$ cat config.mk
export PLATFORM = sky130hd
export DESIGN_NAME = sram_ctrl
export DESIGN_NICKNAME = d
export VERILOG_FILES = /design/src/rtl/sram_ctrl.sv
export SDC_FILE = /design/constraint.sdc
export NUM_CORES = 1
export LEC_CHECK = 0
export BUFFER_PORTS_ARGS = -buffer_cell sky130_fd_sc_hd__buf_2
export CAP_MARGIN = 10
export CORE_MARGIN = 5
export CORE_UTILIZATION = 50
export DETAILED_ROUTE_END_ITERATION = 6
export PLACE_DENSITY = 0.9
export SLEW_MARGIN = 10
export SYNTH_ARGS = -nofsm -noshare
export SYNTH_HDL_FRONTEND = slang
export SYNTH_SLANG_ARGS = --single-unit
$ cat constraint.sdc
create_clock -name clk -period 5.6 [get_ports clk]
set_clock_uncertainty 0.15 [all_clocks]
set_input_delay 0.84 -clock clk [delete_from_list [all_inputs] [get_ports clk]]
set_output_delay 0.84 -clock clk [all_outputs]
set_load 0.02 [all_outputs]
$ cat src/rtl/sram_ctrl.sv
module sram_ctrl #(
  parameter int CLK_NS = 10,
  parameter int AW     = 17,
  parameter int DW     = 16,
  parameter int T_CYC  = 55,
  parameter int T_ACC  = 55,
  parameter int T_OED  = 25,
  parameter int T_WPW  = 40,
  parameter int T_DSU  = 25,
  parameter int T_LANE = 50,
  parameter int T_REL  = 25
) (
  input  logic          clk,
  input  logic          rst_n,
  input  logic          req_valid,
  output logic          req_ready,
  input  logic          req_write,
  input  logic [AW-1:0] req_addr,
  input  logic [DW-1:0] req_wdata,
  input  logic [1:0]    req_bmask,
  output logic          rsp_valid,
  output logic [DW-1:0] rsp_rdata,
  output logic [AW-1:0] mem_addr,
  output logic          mem_ce_n,
  output logic          mem_we_n,
  output logic          mem_oe_n,
  output logic          mem_ub_n,
  output logic          mem_lb_n,
  output logic [DW-1:0] mem_dq_o,
  output logic          mem_dq_oe,
  input  logic [DW-1:0] mem_dq_i
);
  function automatic int cyc(int ns);
    int c = (ns + CLK_NS - 1) / CLK_NS;
    return (c < 1) ? 1 : c;
  endfunction
  function automatic int mx(int a, int b);
    return (a > b) ? a : b;
  endfunction

  localparam int LW     = DW / 2;
  localparam int N_RD   = mx(mx(cyc(T_CYC), cyc(T_ACC)), cyc(T_OED));
  localparam int N_WR   = mx(mx(cyc(T_CYC), cyc(T_WPW)), mx(cyc(T_DSU), cyc(T_LANE)));
  localparam int N_TURN = cyc(T_REL);
  localparam int CW     = $clog2(mx(mx(N_RD, N_WR), N_TURN) + 1);

  typedef enum logic [1:0] {S_IDLE, S_TURN, S_RD, S_WR} state_t;
  state_t state, state_n;

  logic [CW-1:0] cnt;
  logic          op_wr, have_last, last_wr;
  logic [AW-1:0] addr_q;
  logic [DW-1:0] wdata_q;
  logic [1:0]    mask_q;
  logic [1:0]    mask_nx;
  logic          accept, acc_nx;

  assign req_ready = (state == S_IDLE);
  assign accept    = req_ready && req_valid;
  assign mem_addr  = addr_q;
  assign mem_dq_o  = wdata_q;
  assign mask_nx   = accept ? req_bmask : mask_q;
  assign acc_nx    = (state_n == S_RD) || (state_n == S_WR);

  always_comb begin
    state_n = state;
    case (state)
      S_IDLE: if (req_valid)
                state_n = (have_last && last_wr != req_write) ? S_TURN
                        : (req_write ? S_WR : S_RD);
      S_TURN: if (cnt == '0) state_n = op_wr ? S_WR : S_RD;
      default: if (cnt == '0) state_n = S_IDLE;
    endcase
  end

  always_ff @(posedge clk) begin
    if (!rst_n) begin
      state     <= S_IDLE;
      cnt       <= '0;
      op_wr     <= 1'b0;
      have_last <= 1'b0;
      last_wr   <= 1'b0;
      addr_q    <= '0;
      wdata_q   <= '0;
      mask_q    <= '0;
      mem_ce_n  <= 1'b1;
      mem_we_n  <= 1'b1;
      mem_oe_n  <= 1'b1;
      mem_ub_n  <= 1'b1;
      mem_lb_n  <= 1'b1;
      mem_dq_oe <= 1'b0;
      rsp_valid <= 1'b0;
      rsp_rdata <= '0;
    end else begin
      state <= state_n;
      if (state_n != state)
        cnt <= (state_n == S_TURN) ? CW'(N_TURN - 1)
             : (state_n == S_RD)   ? CW'(N_RD - 1)
             :                       CW'(N_WR - 1);
      else if (cnt != '0)
        cnt <= cnt - 1'b1;
      if (accept) begin
        op_wr   <= req_write;
        addr_q  <= req_addr;
        wdata_q <= req_wdata;
        mask_q  <= req_bmask;
      end
      if (acc_nx && state_n != state) begin
        have_last <= 1'b1;
        last_wr   <= (state_n == S_WR);
      end
      mem_ce_n  <= !acc_nx;
      mem_we_n  <= !(state_n == S_WR);
      mem_oe_n  <= !(state_n == S_RD);
      mem_ub_n  <= !(acc_nx && mask_nx[1]);
      mem_lb_n  <= !(acc_nx && mask_nx[0]);
      mem_dq_oe <= (state_n == S_WR);
      if (state == S_RD && cnt == '0) begin
        rsp_valid <= 1'b1;
        rsp_rdata <= mem_dq_i & {{LW{mask_q[1]}}, {LW{mask_q[0]}}};
      end else begin
        rsp_valid <= 1'b0;
      end
    end
  end
endmodule


==> results_dict.tcl <==
set metrics [dict create \
    powerDensity_nw_per_um2 416.0 \
    setup_tns_ps 0 \
    cts-resized-gates 0 \
    path_class "input pin to flop" \
    end_kind "flop" \
    hold_buffers 0 \
    ff2ff_path_depth 6 \
    clock-sinks 66 \
    hold_path_depth 2 \
    htree_num_levels 3 \
    min_period_ps 2474 \
    fin_nets 421 \
    clockBufferDepth 2 \
    dp_cells 420 \
    track_usage 0.1886 \
    n_antenna_cell 0 \
    cts_root_buf "clkbuf_8" \
    placementRows 25 \
    netlist_area_um2 2472 \
    numCtsBuffers 9 \
    antenna_found_initial 0 \
    gr-total-overflow 0 \
    drv_slew 0 \
    synth_area_per_cell_um2 9.620 \
    synthCells 257 \
    reg2reg_slack_ps 3450 \
    path_clk_slew_ps 70 \
    power_leakage_uw 0.001532 \
    yosysWarnings 0 \
    firstDrtPassIters 4 \
    drc 0 \
    wl_per_cell_um 13.37 \
    arrival_ps 2590 \
    crit_required_ps 5720 \
    slew-limit-headroom 0.2957 \
    hp-class "flop to flop" \
    io_buffers 111 \
    area_growth_pct 29.35 \
    die_w_um 80.32 \
    synth_edf_count 0 \
    critPathLaunchType "input pin" \
    report.final.setup_viol 0 \
    max_clock_freq_ghz 0.4042 \
    synth.distinct_cells 32 \
    synth-seq-cells 66 \
    io_pins 112 \
    design.core.area_um2 4755 \
    drt-initial-drc-count 80 \
    first_global_vias 2108 \
    fp.dieH_um 80.32 \
    gp_congestion 0.7464 \
    async_reset_ff_frac 0 \
    grt_max_degree 52 \
    hold_violations 0 \
    holdWs_ps 302.6 \
    worst_pin_slew_ps 1054 \
    finalNonFillerCells 436 \
    finalCritPeriodShare 0.4418 \
    grt_first_pass_wirelength_mm 9.404 \
    start_util 0.5200 \
    wl_mm 5.829 \
    yosysSeqAreaShare 0.5344 \
    place_hpwl_mm 4.198 \
    worstSkewPairLatency_ps 330 \
    cts_tree "built" \
    ys.flop_type "dfxtp_1" \
    dieArea_um2 6451 \
    viasPerCell 4.924 \
    vdd_ir_drop_max_mv 0.2149 \
    synth_nets 314 \
    crit_path_max_fanout 51 \
    ant_nets 0 \
    fill_cells 381 \
    drive_above_1_share 0.3686 \
    vias 2147 \
    postCtsSetupBuffers 0 \
    status "completed" \
    maxCapViolations 0 \
    rsz0062_at_grt "false" \
]
-- path summary, 6_finish.rpt --
check	startpoint	to
hold reg to reg	mem_addr[5]$_SDFFE_PN0P_	mem_addr[5]$_SDFFE_PN0P_
setup reg to reg	cnt[0]$_SDFFE_PN0P_	rsp_rdata[4]$_SDFFE_PN0P_
hold / removal	mem_addr[5]$_SDFFE_PN0P_	mem_addr[5]$_SDFFE_PN0P_
setup / recovery	rst_n	rsp_rdata[4]$_SDFFE_PN0P_
-- worst max-delay path, cell delays in order --
cell and delay (ps):
buf_2 550, nor2b_1 910, a22o_1 280
-- report_power, final --
group          total [µW]  switching (µW)  internal [µW]
clock network         356             184            172
logic                 395             242            152
registers             579            41.8            538
total                1330             468            862
-- layout by cell type (no fill, tap or decap) --
cell	count
a21boi_0	27
a21boi_1	12
a21o_1	1
a21oi_2	1
a22o_1	16
and2_1	4
and3_1	4
buf_2	111
buf_4	2
clkbuf_8	10
clkinv_2	2
clkinvlp_4	3
dfxtp_1	66
ha_1	2
inv_1	3
inv_6	1
mux2_2	1
nand2_1	80
nand2_4	1
nand2b_1	1
nand2b_4	1
nand3_1	1
nand4_1	1
nand4bb_1	1
nor2_1	5
nor2b_1	2
nor3b_4	2
o211a_1	1
o211a_4	1
o21ai_0	2
or3b_1	1
or4b_1	1
xnor2_1	1
xor2_1	1
-- registers in the layout (all words and copies together) (netlist names) --
| name | count |
|---|---|
| cnt | 3 |
| have_last | 1 |
| last_wr | 1 |
| mask_q | 2 |
| mem_addr | 17 |
| mem_ce_n | 1 |
| mem_dq_o | 16 |
| mem_dq_oe | 1 |
| mem_lb_n | 1 |
| mem_oe_n | 1 |
| mem_ub_n | 1 |
| mem_we_n | 1 |
| op_wr | 1 |
| rsp_rdata | 16 |
| rsp_valid | 1 |
| state | 2 |
-- synthesized netlist by cell type (3+ instances only) --
cell type / number / area share
a22o_1: 16 / 0.057
nand2_1: 80 / 0.12
a21boi_1: 12 / 0.036
and3_1: 4 / 0.010
nor2_1: 5 / 0.0076
buf_4: 4 / 0.012
clkbuf_1: 5 / 0.0076
and2_1: 4 / 0.010
buf_6: 3 / 0.014
inv_1: 3 / 0.0046
a21boi_0: 27 / 0.082
dfxtp_1: 66 / 0.53
buf_2: 5 / 0.010
-- stage by stage --
| stage | setup WS, ps | power (µW) | utilization | cell area, µm² |
|---|---|---|---|---|
| 3_5_place_dp | 2783 | 984.9 | 0.6350 | 3019 |
| 2_1_floorplan | 3662 | 890.1 | - | 2472 |
| 5_1_grt | 2947 | 1413 | 0.6726 | 3198 |
| 3_3_place_gp | 2885 | 974.3 | 0.6350 | 3019 |
| 6_report | 3126 | 1330 | 0.6726 | 3198 |
| 4_1_cts | 3138 | 1339 | 0.6726 | 3198 |
-- kinds of logic (layout without fill, tap and decap cells) --
kind of cell	Yosys count	count (layout)	synth area share
buf+inv	20	132	0.04808
fa+ha+maj	2	2	0.01012
compound gates	61	61	0.1969
simple gates	105	105	0.1989
flops	66	66	0.5344
xor+xnor	2	2	0.007086
mux	1	1	0.004554
-- layer usage --
layer	track usage	share of wire	vias up
li1	-	-	1079
met1	0.2085	0.42	979
met2	0.3253	0.48	73
met3	0.04372	0.068	16
met4	0.1149	0.026	0
met5	0	0	-
-- final cells by class --
class / instances / area [µm²] / area share
well taps: 67 / 83.83 / 0.02621
repair buffers: 113 / 570.5 / 0.1784
inverters: 3 / 11.26 / 0.003521
flip-flops and latches: 66 / 1321 / 0.4131
multi-input cells: 171 / 1032 / 0.3228
clock buffers: 10 / 137.6 / 0.04304
clock inverters: 6 / 41.29 / 0.01291
Power figures use the tool's default switching activity.
